$ cat config.mk
export PLATFORM = sky130hd
export DESIGN_NAME = pwr_state_seq
export DESIGN_NICKNAME = d
export VERILOG_FILES = /design/src/rtl/pss_pkg.sv /design/src/rtl/pss_sync.sv /design/src/rtl/pss_fsm.sv /design/src/rtl/pss_decode.sv /design/src/rtl/pwr_state_seq.sv
export SDC_FILE = /design/constraint.sdc
export NUM_CORES = 1
export LEC_CHECK = 0
export BUFFER_PORTS_ARGS = -buffer_cell sky130_fd_sc_hd__buf_4
export CORE_AREA = 2 2 39 41
export DETAILED_ROUTE_END_ITERATION = 10
export DIE_AREA = 0 0 41 43
export GPL_ROUTABILITY_DRIVEN = 1
export PLACE_DENSITY = 0.48
export REMOVE_ABC_BUFFERS = 1
export SKIP_LAST_GASP = 1
export SYNTH_ARGS = -nofsm -noshare
export SYNTH_HDL_FRONTEND = slang
export SYNTH_SLANG_ARGS = --single-unit
$ cat constraint.sdc
create_clock -name clk_i -period 1.4 [get_ports clk_i]
set_clock_uncertainty 0.15 [all_clocks]
set_input_delay 0.07 -clock clk_i [delete_from_list [all_inputs] [get_ports clk_i]]
set_output_delay 0.07 -clock clk_i [all_outputs]
set_load 0.1 [all_outputs]
$ cat src/rtl/pss_pkg.sv
package pss_pkg;

  // State codes. The numeric values are visible on pstate_o.
  typedef enum logic [1:0] {
    PS_NORMAL = 2'd0,
    PS_STOPGR = 2'd1,
    PS_SLEEP  = 2'd2,
    PS_DEEP   = 2'd3
  } pstate_e;

  // Synchronized requests, active high inside the block.
  typedef struct packed {
    logic stop;
    logic sleep;
    logic deep;
    logic bclk_ok;
  } req_t;

  // Decoded unit enables and qualifiers.
  typedef struct packed {
    logic core;
    logic bus;
    logic intc;
    logic pll;
    logic snoop;
    logic irq;
  } en_t;

  localparam int unsigned REQ_W = $bits(req_t);
  localparam int unsigned EN_W  = $bits(en_t);

endpackage

$ cat src/rtl/pss_sync.sv
module pss_sync #(
  parameter int unsigned WIDTH     = 4,
  parameter int unsigned STAGES    = 2,
  parameter logic [WIDTH-1:0] RST_VAL = '1
) (
  input  logic             clk_i,
  input  logic             rst_ni,
  input  logic [WIDTH-1:0] d_i,
  output logic [WIDTH-1:0] q_o
);

  logic [WIDTH-1:0] stage_q [STAGES];

  for (genvar g = 0; g < STAGES; g++) begin : g_stage
    if (g == 0) begin : g_first
      always_ff @(posedge clk_i or negedge rst_ni) begin
        if (!rst_ni) stage_q[g] <= RST_VAL;
        else         stage_q[g] <= d_i;
      end
    end else begin : g_next
      always_ff @(posedge clk_i or negedge rst_ni) begin
        if (!rst_ni) stage_q[g] <= RST_VAL;
        else         stage_q[g] <= stage_q[g-1];
      end
    end
  end

  assign q_o = stage_q[STAGES-1];

endmodule

$ cat src/rtl/pss_fsm.sv
module pss_fsm
  import pss_pkg::*;
(
  input  logic    clk_i,
  input  logic    rst_ni,
  input  req_t    req_i,
  output pstate_e state_o,
  output logic    ack_o
);

  pstate_e state_q, state_d;
  logic    ack_q, ack_d;

  always_comb begin
    state_d = state_q;
    unique case (state_q)
      PS_NORMAL: begin
        if (req_i.stop) state_d = PS_STOPGR;
      end
      PS_STOPGR: begin
        if (!req_i.stop)      state_d = PS_NORMAL;
        else if (req_i.sleep) state_d = PS_SLEEP;
      end
      PS_SLEEP: begin
        if (!req_i.sleep)                       state_d = PS_STOPGR;
        else if (req_i.deep || !req_i.bclk_ok)  state_d = PS_DEEP;
      end
      PS_DEEP: begin
        if (!req_i.deep && req_i.bclk_ok) state_d = PS_SLEEP;
      end
      default: state_d = PS_NORMAL;
    endcase
  end

  assign ack_d = (state_q == PS_NORMAL) && (state_d == PS_STOPGR);

  always_ff @(posedge clk_i or negedge rst_ni) begin
    if (!rst_ni) begin
      state_q <= PS_NORMAL;
      ack_q   <= 1'b0;
    end else begin
      state_q <= state_d;
      ack_q   <= ack_d;
    end
  end

  assign state_o = state_q;
  assign ack_o   = ack_q;

endmodule

$ cat src/rtl/pss_decode.sv
module pss_decode
  import pss_pkg::*;
(
  input  pstate_e state_i,
  output en_t     en_o
);

  always_comb begin
    en_o = '0;
    unique case (state_i)
      PS_NORMAL: en_o = '1;
      PS_STOPGR: begin
        en_o.bus   = 1'b1;
        en_o.intc  = 1'b1;
        en_o.pll   = 1'b1;
        en_o.snoop = 1'b1;
        en_o.irq   = 1'b1;
      end
      PS_SLEEP:  en_o.pll = 1'b1;
      PS_DEEP:   en_o = '0;
      default:   en_o = '1;
    endcase
  end

endmodule

$ cat src/rtl/pwr_state_seq.sv
module pwr_state_seq
  import pss_pkg::*;
#(
  parameter int unsigned SYNC_STAGES = 2
) (
  input  logic       clk_i,
  input  logic       rst_ni,
  input  logic       stop_req_ni,
  input  logic       sleep_req_ni,
  input  logic       deep_req_ni,
  input  logic       bclk_ok_i,
  output logic       core_clk_en_o,
  output logic       bus_clk_en_o,
  output logic       intc_clk_en_o,
  output logic       pll_en_o,
  output logic       snoop_en_o,
  output logic       irq_en_o,
  output logic       sg_ack_req_o,
  output logic [1:0] pstate_o
);

  logic [REQ_W-1:0] raw_pins, sync_pins;
  req_t             req;
  pstate_e          state;
  en_t              en;

  assign raw_pins = {stop_req_ni, sleep_req_ni, deep_req_ni, bclk_ok_i};

  pss_sync #(
    .WIDTH   (REQ_W),
    .STAGES  (SYNC_STAGES),
    .RST_VAL ({REQ_W{1'b1}})
  ) u_sync (
    .clk_i  (clk_i),
    .rst_ni (rst_ni),
    .d_i    (raw_pins),
    .q_o    (sync_pins)
  );

  // Request pins are active low; bus-clock-present is active high.
  assign req.stop    = ~sync_pins[3];
  assign req.sleep   = ~sync_pins[2];
  assign req.deep    = ~sync_pins[1];
  assign req.bclk_ok =  sync_pins[0];

  pss_fsm u_fsm (
    .clk_i   (clk_i),
    .rst_ni  (rst_ni),
    .req_i   (req),
    .state_o (state),
    .ack_o   (sg_ack_req_o)
  );

  pss_decode u_dec (
    .state_i (state),
    .en_o    (en)
  );

  assign core_clk_en_o = en.core;
  assign bus_clk_en_o  = en.bus;
  assign intc_clk_en_o = en.intc;
  assign pll_en_o      = en.pll;
  assign snoop_en_o    = en.snoop;
  assign irq_en_o      = en.irq;
  assign pstate_o      = state;

endmodule

After elaboration in Yosys (flattened, before gate mapping)
Index checks and enable logic that the tools add are counted.
- bits in registers: 11
- bits of input ports: 6
- output and inout port bits: 9
- word-level logic and storage cells: 26
- equal/unequal tests: 4
- muxes and demuxes: 10
- bitwise operators: 1
- reductions and logical operators: 7
- operators with widths (operator ; count):
    $mux 2 ; 7
    $pmux 2 s4 ; 1
    $eq 2x1->1 const B ; 2
    $eq 2x2->1 const B ; 2
    $reduce_or 3->1 ; 1
    $logic_and 1x1->1 ; 2
    $logic_not 2->1 ; 1
    $pmux 1 s2 ; 1
    $reduce_or 2->1 ; 1
    $logic_not 1->1 ; 1
    $logic_or 1x1->1 ; 1
    $mux 1 ; 1
    $not 1->1 ; 1

Depth between registers and ports, before layout
Gate-level depths: netlist of run 1.
- word-level depth: 7
- depth in mapped cells: 3
- depth with buffers taken out: 3

By module
Synthesis of run 1 repeated with hierarchy kept, for this count alone.
- cells, all modules: 32
- area, all modules: 409.1 um^2
- by module, submodules not included (module ; times used ; cells each ; area each (um^2) ; sequential area each (um^2)):
    pss_sync ; 1 ; 12 ; 240.2 ; 210.2
    pss_fsm ; 1 ; 11 ; 123.9 ; 75.1
    pss_decode ; 1 ; 6 ; 33.8 ; 0.0
    pwr_state_seq ; 1 ; 3 ; 11.3 ; 0.0

Least setup slack after synthesis of run 1
Ideal clock, no wire load.
- path type: register to output
- start: register u_fsm.state_q[1] (netlist: u_fsm.state_o[1])
- end: output port core_clk_en_o
- data arrival time: 2.201 ns
- required time: 1.180 ns
- path slack: -1.021 ns
- stages on the path, launching flop included: 2
- buffers on the path: 0
- path through: dfrtp_1 nor2_1
- word-level cells in the longest chain between the ends: 2
- RTL lines (what ; RTL line ; text):
    start, declared ; pss_fsm.sv:11 ; pstate_e state_q, state_d;
    start signal, assigned ; pss_fsm.sv:42 ; state_q <= state_d;
    $logic_not 2->1 ; pss_decode.sv:10 ; unique case (state_i)
    $mux 1 ; pss_decode.sv:10 ;
    end, declared ; pwr_state_seq.sv:12 ; output logic core_clk_en_o,
No other way between the ends.

Worst setup path in the final report of run 1
Ends and elaborated chain as after synthesis.

==> results, run 1 <==
- The run finished with clean final reports.
- The signal arrival time at the worst endpoint is 1110 ps.
- The via-per-instance ratio is 4.00.
- Ranked by instance count, the synthesized netlist is headed by 8 x sky130_fd_sc_hd__dfstp_2, 3 x sky130_fd_sc_hd__buf_4, 3 x sky130_fd_sc_hd__dfrtp_1.
- 15 I/O pins were placed.
- The final-layout fill cell count is 135.
- In the final design database the tool counted 52 nets.
- The biggest fanout along the worst timing path is 7.
- Entering global routing, the biggest net connects 12 pins.
- The startpoint identified for the worst register-to-register timing path is u_sync.q_o[2]$_DFF_PN1_.
- The share of synthesized area in the top cell type comes to 0.564.
- The type of the most critical hold path is in2async.
- Yosys mapped a number of flops with a built-in enable equal to 0.
- For this design, the slowest cell found on the critical path is sky130_fd_sc_hd__dfrtp_1.
- The first-pass GRT wire length is 986 um.
- The count of port buffers added during placement is 14.
- For this run, the register share of the synthesized area comes to 0.765.
- The number of hold violations in the final report came to 0.
- The total overflow left after global routing is 0.
- The post-synth design cell area is 373 sq um.
- The number of pins exceeding their max-slew limit in the final report came to 0.
- Setup repair after global routing left no endpoint under its margin.
- Summed over all layers, the routed wires come to 544 um.
- After routing, the total negative slack on setup checks comes to 0 ps.
- Routed signal wires occupy layers up through met3.
- For this run, asynchronously set or reset flops after synthesis account for 1.00.
- After detailed routing, the wire length on met1 is 211 um.
- The DRC violations left is 0.
- The clock tree from TritonCTS is yes.
- The total number of vias is 244.
- The effective utilization at floorplan is 0.269.
- The number of global-route vias before repair came to 252.
- Walking the worst path, the cells encountered are nor2_1 > buf_6.
- After synthesis, the cell types taking the most area are sky130_fd_sc_hd__dfstp_2 56%, sky130_fd_sc_hd__dfrtp_1 20%, sky130_fd_sc_hd__buf_4 6.0%.
- The routed design uses 52 um of met3 wire.
- At the worst endpoint, the required time is 1180 ps.
- The initialized floorplan defines 14 standard-cell rows.
- At the pin with the least slew margin, the transition time is 280 ps.
- The number of synthesis warnings is 0.
- The maximum level of the CTS H-tree is 1.
- Summing all non-filler instances in the final layout gives an area of 571 sq um.
- Of the available clock period, the critical path in the final layout requires 0.950.
- The average instance in the mapped netlist occupies 14.9 sq um.
- In the post-synthesis netlist, the cell with the most instances is sky130_fd_sc_hd__dfstp_2.
- The floorplan die height is 43 um.
- The library cell used as clock root buffer is sky130_fd_sc_hd__clkbuf_4.
- Measured along the x axis, the die boundary spans 41 um.
- Compared with the post-synthesis result, the final layout area differs by 53.0%.
- The cell count after synthesis came out at 25.
- The routed length on met2 is 281 um.
- Summing all placed instances gives a cell area of 475 sq um.
- The area inside the core boundary is 0.00138 sq mm.
- In this run the post-CTS setup repair buffer count came out at 0.
- Clock latency on the worst-skew pair, taken at its later pin, is 260 ps.
- Headroom to the max-slew limit came out at 0.815.
- The endpoint class of the critical path is an output port.
- The most used flip-flop cell after synthesis is sky130_fd_sc_hd__dfstp_2.
- The worst path in the final design needs a cycle of 1330 ps, including I/O delays and setup.
- Synthesis inferred 11 register bits.
- The number of max-cap violations is 0.
- The average routed wire per standard cell is 8.92 um.
- The category of the worst setup path launch point is a register.
- The maximum number of buffers from clock root to sink is 2.
- Synthesis instantiated 12 different standard cells from the library.
- The maximum clock frequency is 752 MHz.
- The biggest area contributor in the post-synthesis netlist is sky130_fd_sc_hd__dfstp_2.
- For this run, the slowest stage of the critical path takes 460 ps.
- The number of sinks handled by clock tree synthesis is 11.
- The diode insertion count for antenna repair is 0.
- After clock tree synthesis, the clock-pin slew on the worst setup and hold paths is 70 ps.
- The congestion estimate from routability-driven global placement came to 0.581.
- Setup violations remaining at the end of the flow were counted as 0.
- The remaining number of nets flagged by the antenna check after routing is 0.
- Counting the buffers created by CTS gives 3.
- The die outline area is 0.00176 sq mm.
- The first TritonRoute pass finished after 2 iterations.
- The timing startpoint of the critical path is u_fsm.state_o[1]$_DFF_PN0_.
- The number of antenna violations at the first check in global routing is 0.
- For this block, the initial DRC count from the detailed router was 1.
- Of the cells placed in the final design, the portion with a size suffix greater than 1 is 0.600.
- The total global routing track utilization is 0.0877.
- The worst setup path category is reg2out.
[logic make-up (layout without fill, tap and decap cells)]
kind of cell / after synthesis / in the layout / share of synthesized area
flip-flops: 11 / 11 / 0.765
AND/OR/NAND/NOR: 6 / 6 / 0.0973
buffers and inverters: 5 / 25 / 0.0805
AO/OA/AOI/OAI: 3 / 3 / 0.0570
[final timing paths]
check | end | slack, ps | cells after the start
hold reg to reg | u_sync.q_o[1]$_DFF_PN1_ | 210 | 0
setup reg to reg | u_fsm.state_o[0]$_DFF_PN0_ | 270 | 3
hold / removal | u_fsm.state_o[1]$_DFF_PN0_ | 20 | 2
max in group asynchronous | u_sync.q_o[0]$_DFF_PN1_ | 860 | 2
min in group clk_i | u_sync.q_o[1]$_DFF_PN1_ | 210 | 0
setup / recovery | core_clk_en_o | 70 | 2
[what timing repair did]
action	4_1_cts	5_1_grt
hold buffers	5	0
resized for setup	0	6
endpoints found under the setup margin	4	5
hold endpoints to repair	15	0
[metrics by stage]
stage | setup slack (ps) | hold slack, ps | util | instances
floorplan | -2270 | -376 | - | 22
global placement | 310 | -246 | 0.344 | 52
detailed placement | 269 | -242 | 0.344 | 52
CTS | -16.0 | 12.0 | 0.399 | 61
global route | 10.3 | 32.5 | 0.412 | 61
finish | 69.7 | 15.8 | 0.412 | 61
[flip-flops by register name, indices dropped and copies added (netlist names)]
| name | count |
|---|---|
| u_fsm.ack_o | 1 |
| u_fsm.state_o | 2 |
| u_sync.q_o | 4 |
| u_sync.stage_q | 4 |
[final cells by class]
type | count | area [sq um] | area share
Timing Repair Buffer | 19 | 174 | 0.305
Inverter | 2 | 7.51 | 0.0132
Clock buffer | 4 | 26.3 | 0.0461
Sequential cell | 11 | 285 | 0.500
Multi-Input combinational cell | 9 | 57.6 | 0.101
Tap cell | 16 | 20.0 | 0.0351
[cell usage in the layout, fill, tap and decap left out]
| cell type | count |
|---|---|
| sky130_fd_sc_hd__buf_4 | 9 |
| sky130_fd_sc_hd__dfstp_2 | 8 |
| sky130_fd_sc_hd__dlygate4sd3_1 | 5 |
| sky130_fd_sc_hd__buf_6 | 5 |
| sky130_fd_sc_hd__clkbuf_4 | 3 |
| sky130_fd_sc_hd__dfrtp_1 | 3 |
| sky130_fd_sc_hd__nand2_1 | 2 |
| sky130_fd_sc_hd__nor2_1 | 1 |
| sky130_fd_sc_hd__nor2b_4 | 1 |
| sky130_fd_sc_hd__nor2b_1 | 1 |
| sky130_fd_sc_hd__o21ai_1 | 1 |
| sky130_fd_sc_hd__o31ai_1 | 1 |
| sky130_fd_sc_hd__inv_1 | 1 |
| sky130_fd_sc_hd__inv_2 | 1 |
| sky130_fd_sc_hd__o2bb2ai_1 | 1 |
| sky130_fd_sc_hd__nor3_1 | 1 |
| sky130_fd_sc_hd__clkbuf_1 | 1 |
[metal layers]
layer	vias to the layer above	GRT usage
li1	116	-
met1	113	0.0845
met2	15	0.144
met3	0	0.0471
met4	0	0.0400
met5	-	0
[worst max-delay path: cells and delay by family (launching register included)]
kind | cells | cell delay [ps]
buffers and inverters | 1 | 240
flip-flops | 1 | 460
AND/OR/NAND/NOR | 1 | 160
Power of run 1 is left out: the tool's default activity adds up to more than one toggle a clock period on the data nets, which glitch-free logic cannot reach.
==> run 2, diff against run 1 <==
==> constraint.sdc (replaced) <==
create_clock -name clk_i -period 1.4 [get_ports clk_i]
set_clock_uncertainty 0.15 [all_clocks]
set_input_delay 0.28 -clock clk_i [delete_from_list [all_inputs] [get_ports clk_i]]
set_output_delay 0.28 -clock clk_i [all_outputs]
set_load 0.1 [all_outputs]
==> results, run 2 (same netlist as run 1, synthesis figures left out) <==
- The run finished, with violations left.
- The checks that failed: negative setup slack.
- The area inside the core boundary came to 0.00138 sq mm (unchanged).
- The first-pass GRT wire length is 1000 um (+1.4%).
- The stage delay of the slowest cell on the critical path is 470 ps (about the same).
- The timing startpoint of the critical path is u_fsm.state_o[1]$_DFF_PN0_.
- The number of global-route vias before repair is 260 (+3.2%).
- The fraction of layout cells with a size suffix above 1 is 0.735 (+0.135).
- The number of pins exceeding their max-slew limit in the final report was 0 (unchanged).
- The category of the worst setup path launch point is a register.
- The total number of vias is 267 (+9.4%).
- The maximum number of buffers from clock root to sink was 2 (unchanged).
- The diode insertion count for antenna repair is 0 (unchanged).
- The signal arrival time at the worst endpoint is 1060 ps (-50 ps).
- The number of hold violations in the final report is 0 (unchanged).
- The number of antenna violations at the first check in global routing is 0 (unchanged).
- The remaining number of nets flagged by the antenna check after routing is 0 (unchanged).
- The final critical path time including I/O delays and setup is 1490 ps (+157 ps).
- The biggest fanout along the worst timing path was 5 (-2).
- The pin count of the biggest net entering global routing is 12 (unchanged).
- The layout net count is 56 (+7.7%).
- The insertion delay of the later-clocked pin in the worst-skew pair is 260 ps (about the same).
- The start point of the worst hold path is u_sync.stage_q[6]$_DFF_PN1_.
- The total congestion overflow after global routing is 0 (unchanged).
- The number of optimization iterations in the first detailed-route pass is 2 (unchanged).
- The effective utilization at floorplan was 0.269 (unchanged).
- The required arrival time at the worst endpoint was 970 ps (-210 ps).
- In this run the critical register-to-register path is launched from u_fsm.state_o[1]$_DFF_PN0_.
- The average routed wire per standard cell came to 9.58 um (+7.5%).
- The worst setup slack after placement was 88.1 ps (-181 ps).
- In this run the clock root is driven by a sky130_fd_sc_hd__clkbuf_4.
- The register-to-register setup slack is 140 ps (-130 ps).
- The storage element area is 288 sq um (+0.88%).
- The final-layout fill cell count is 130 (-3.7%).
- The combined area of the multi-input logic cells is 67.6 sq um (+17%).
- The number of sinks handled by clock tree synthesis is 11 (unchanged).
- The die outline area is 0.00176 sq mm (unchanged).
- The total of endpoints with negative setup slack in the final report is 7 (+7).
- The type of the most critical hold path is reg2reg.
- The clock-pin slew reported for the worst setup and hold paths after clock tree synthesis is 70 ps (about the same).
- The row count came to 14 (unchanged).
- The most common cell after layout, fill and taps aside is sky130_fd_sc_hd__buf_4.
- Traced cell by cell, the critical path runs through inv_4 > buf_12.
- The count of port buffers added during placement is 14 (unchanged).
- The number of cells traversed by the worst register-to-register path is 3 (unchanged).
- The relative slew slack was 0.816 (+0.000903).
- The number of max-cap violations is 0 (unchanged).
- For this design, the slowest cell found on the critical path is sky130_fd_sc_hd__dfrtp_2.
- The DRC violations left is 0 (unchanged).
- The total I/O pin count is 15 (unchanged).
- The maximum level of the CTS H-tree was 1 (unchanged).
- Relative to the synthesized area, the layout overhead comes to 83.9%.
- The via-per-instance ratio is 4.11 (+2.7%).
- The half-perimeter wire length after placement is 403 um.
- The total global routing track utilization was 0.0940 (+0.00631).
- The horizontal die dimension is 41 um (unchanged).
- By startpoint and endpoint, the worst setup path is classified as reg2out.
- The endpoint identified for the worst register-to-register timing path is u_fsm.state_o[0]$_DFF_PN0_.
- In the layout the commonest cells are 11 x sky130_fd_sc_hd__buf_4, 8 x sky130_fd_sc_hd__dfstp_2, 7 x sky130_fd_sc_hd__buf_12, 5 x sky130_fd_sc_hd__dlygate4sd3_1, 3 x sky130_fd_sc_hd__clkbuf_4.
- TritonCTS built the clock tree.
- The post-detailed-routing wire length is 623 um (+15%).
- The initial DRC count is 1 (unchanged).
- The worst-margin pin slew is 279 ps (-1.37 ps).
- The final worst slack is -87.4 ps (-157 ps).
- Setup repair after global routing could not meet its margin everywhere.
- The end point of the critical path is intc_clk_en_o.
- The total clock buffers created by CTS was 3 (unchanged).
- The final RePlAce weighted congestion is 0.580 (-0.19%).
- The worst setup path is captured at an output port.
- The floorplan die height was 43 um (unchanged).
- The share of the cycle needed by the critical path after routing is 1.06 (+0.112).
- The maximum clock frequency is 672 MHz (-11%).
==> run 2: cell types whose count changed in the layout (fill, tap and decap cells not counted), sizes merged <==
cell	delta
clkinv	+1
clkbuf	-1
buf	+4
==> run 2: area by class of cell <==
| cell class | count | area share |
|---|---|---|
| clock inverters | 1 | 0.00730 |
| inverters | 2 | 0.0146 |
| clock buffers | 3 | 0.0328 |
| repair buffers | 23 | 0.398 |
| multi-input cells | 9 | 0.0985 |
| flip-flops and latches | 11 | 0.420 |
| well taps | 16 | 0.0292 |
==> run 2: layer usage <==
layer  wire [um]  part of all wire  GRT usage
met2         378              0.61      0.159
met4           0                 0     0.0800
met1         194              0.31     0.0680
met5           0                 0          0
met3          49             0.079     0.0471
==> run 2: worst min-delay path by stage <==
stage / to / slack [ps] / cells past startpoint
finish: u_sync.q_o[2]$_DFF_PN1_ / 210 / 0
CTS: u_fsm.ack_o$_DFF_PN0_ / 210 / 2
floorplan: u_fsm.ack_o$_DFF_PN0_ / -170 / 0
global route: u_fsm.ack_o$_DFF_PN0_ / 210 / 2
global placement: u_fsm.state_o[1]$_DFF_PN0_ / -30 / 1
detailed placement: u_fsm.state_o[0]$_DFF_PN0_ / -30 / 1
==> run 2: per-stage QoR <==
stage               std cells   util  hold slack (ps)  area (sq um)  setup TNS [ps]
floorplan                  22      -             -166           350          -13660
global route               65  0.495              212           686            -928
detailed placement         52  0.344            -32.1           475               0
global placement           52  0.344            -34.8           475               0
CTS                        64  0.486              208           673            -614
finish                     65  0.495              206           686            -551
==> run 2: worst max-delay path: cells and delay by family, from the launching register on <==
kind | cells | cell delay [ps]
flip-flops | 1 | 470
buffers and inverters | 2 | 320
==> run 2: repair_timing <==
| item | 4_1_cts | 5_1_grt |
|---|---|---|
| hold buffers | 5 | 0 |
| resized for setup | 27 | 1 |
| setup buffers | 3 | 1 |
| pin swaps | 1 | 1 |
| endpoints found under the hold margin | 15 | 0 |
| setup endpoints to repair | 8 | 8 |
Power of run 2 is left out for the same reason.
==> run 3, diff against run 2 <==
==> constraint.sdc (replaced) <==
create_clock -name clk_i -period 1.4 [get_ports clk_i]
set_clock_uncertainty 0.15 [all_clocks]
set_input_delay 0.21 -clock clk_i [delete_from_list [all_inputs] [get_ports clk_i]]
set_output_delay 0.21 -clock clk_i [all_outputs]
set_load 0.1 [all_outputs]
==> results, run 3 (same netlist as run 1, synthesis figures left out) <==
- The run finished, with violations left.
- The final reports fail on negative setup slack.
- The effective utilization at floorplan is 0.269 (unchanged).
- Traced cell by cell, the critical path runs through nand2_1 > buf_12.
- The maximum number of buffers from clock root to sink is 2 (unchanged).
- The number of antenna violations at the first check in global routing is 0 (unchanged).
- The die outline area is 0.00176 sq mm (unchanged).
- The worst setup path is of the reg2out kind.
- The signal arrival time at the worst endpoint is 1040 ps (-20 ps).
- The via-per-instance ratio was 4.10 (-0.30%).
- The number of cells traversed by the worst register-to-register path is 3 (unchanged).
- The total clock buffers created by CTS came to 3 (unchanged).
- Setup repair after global routing could not meet its margin everywhere.
- The met1 demand-to-capacity share in global routing was 0.0680 (unchanged).
- The worst register-to-register path ends at u_fsm.state_o[0]$_DFF_PN0_.
- The initial DRC count is 1 (unchanged).
- The fraction of layout cells with a size suffix above 1 was 0.702 (-0.0326).
- The slowest library cell on the worst path is sky130_fd_sc_hd__dfrtp_2.
- The horizontal die dimension is 41 um (unchanged).
- The number of global-route vias before repair is 247 (-5.0%).
- The layout net count is 54 (-3.6%).
- The diode insertion count for antenna repair is 0 (unchanged).
- The layer flagged by global routing as most heavily used is met2.
- The worst setup path is captured at an output port.
- The number of pins exceeding their max-slew limit in the final report came to 0 (unchanged).
- The required arrival time at the worst endpoint came to 1040 ps (+70 ps).
- The maximum level of the CTS H-tree came to 1 (unchanged).
- The global routing usage on met3 is 0.0471 (unchanged).
- The total I/O pin count came to 15 (unchanged).
- The number of sinks handled by clock tree synthesis is 11 (unchanged).
- The maximum clock frequency is 714 MHz (+6.2%).
- The row count is 14 (unchanged).
- The register-to-register setup slack came to 240 ps (+100 ps).
- The tightest min-delay check is of the in2async type.
- The tree is rooted in a sky130_fd_sc_hd__clkbuf_4.
- The average routed wire per standard cell is 9.11 um (-4.9%).
- The stage delay of the slowest cell on the critical path came to 470 ps (about the same).
- The clock tree from TritonCTS is yes.
- The post-route worst hold slack came to 147 ps (-58.5 ps).
- Leaving out fill and tap cells, the most frequent cell in the layout is sky130_fd_sc_hd__buf_4.
- The floorplan die height is 43 um (unchanged).
- The number of max-cap violations is 0 (unchanged).
- The insertion delay of the later-clocked pin in the worst-skew pair was 260 ps (about the same).
- The startpoint identified for the worst register-to-register timing path is u_sync.q_o[2]$_DFF_PN1_.
- The number of optimization iterations in the first detailed-route pass is 2 (unchanged).
- The share of the cycle needed by the critical path after routing is 1.00 (-0.0624).
- The total number of vias is 258 (-3.4%).
- The clock-pin slew reported for the worst setup and hold paths after clock tree synthesis came to 70 ps (about the same).
- The total global routing track utilization is 0.0919 (-0.00204).
- The top cell types in the final layout, fill and taps aside, are 10 x sky130_fd_sc_hd__buf_4, 8 x sky130_fd_sc_hd__dfstp_2, 6 x sky130_fd_sc_hd__buf_12, 5 x sky130_fd_sc_hd__dlygate4sd3_1, 3 x sky130_fd_sc_hd__clkbuf_4.
- The global routing met2 resource utilization is 0.153 (-0.00625).
- Compared with the post-synthesis result, the final layout area differs by 76.5%.
- The pin count of the biggest net entering global routing is 12 (unchanged).
- The final worst slack is -0.0138 ps (+87.4 ps).
- The final critical path time including I/O delays and setup was 1400 ps (-87.4 ps).
- The worst-margin pin slew is 279 ps (+0.794 ps).
- The total of endpoints with negative setup slack in the final report is 1 (-6).
- The post-detailed-routing wire length was 574 um (-7.9%).
- The biggest fanout along the worst timing path is 6 (+1).
- The final-layout fill cell count was 136 (+4.6%).
- The half-perimeter wire length after placement is 403 um (unchanged).
- The category of the worst setup path launch point is a register.
- The area inside the core boundary is 0.00138 sq mm (unchanged).
- The relative slew slack is 0.815 (about the same).
- The total congestion overflow after global routing is 0 (unchanged).
- The worst setup slack after placement is 158 ps (+70.0 ps).
- The remaining number of nets flagged by the antenna check after routing was 0 (unchanged).
- The number of hold violations in the final report is 0 (unchanged).
- The final RePlAce weighted congestion is 0.580 (unchanged).
- The first-pass GRT wire length is 972 um (-2.8%).
- The DRC violations left is 0 (unchanged).
- The count of port buffers added during placement is 14 (unchanged).
run 3: cell count changes in the layout (fill, tap and decap cells not counted), sizes merged:
cell	previous run	this run
buf	18	16
clkinv	1	2
inv	2	1
run 3: cell type report:
cell class	count	area, sq um	share of cell area
clock buffer	3	22.5	0.0342
clock inverter	1	5.00	0.00760
inverter	2	12.5	0.0190
multi-input combinational	9	65.1	0.0989
sequential	11	288	0.437
tap	16	20.0	0.0304
timing repair buffer	21	245	0.373
run 3: routing by layer:
metal	up-vias	part of all wire
li1	123	-
met1	120	0.31
met2	15	0.60
met3	0	0.089
met4	0	0
met5	-	0
run 3: stage by stage:
stage	cell area, sq um	TNS (ps)	util	std cells
global placement	475	0	0.344	52
detailed placement	475	0	0.344	52
floorplan	350	-13240	-	22
finish	658	-0.0138	0.476	63
CTS	646	-117	0.467	63
global route	658	-370	0.476	63
run 3: worst max path at each step:
stage                                    start                    endpoint  slack (ps)  cells past startpoint
global placement    u_fsm.state_o[1]$_DFF_PN0_                bus_clk_en_o         190                      2
global route        u_fsm.state_o[1]$_DFF_PN0_                    pll_en_o         -50                      2
CTS                 u_fsm.state_o[1]$_DFF_PN0_               core_clk_en_o         -50                      2
finish              u_fsm.state_o[1]$_DFF_PN0_                    pll_en_o       -0.01                      2
floorplan           u_fsm.state_o[1]$_DFF_PN0_  u_fsm.state_o[1]$_DFF_PN0_       -2270                      2
detailed placement  u_fsm.state_o[1]$_DFF_PN0_               intc_clk_en_o         160                      2
run 3: critical path, delay by kind of cell, from the launching register on:
family        cells  cell delay, ps
flops             1             470
buf+inv           1             180
simple gates      1             130
run 3: what timing repair did:
action / CTS / global route
setup buffers: 2 / 0
gates resized for setup: 22 / 4
hold buffers: 5 / 0
endpoints found under the setup margin: 7 / 8
hold endpoints to repair: 15 / 0
pin swaps: 0 / 1
Power of run 3 is left out for the same reason.
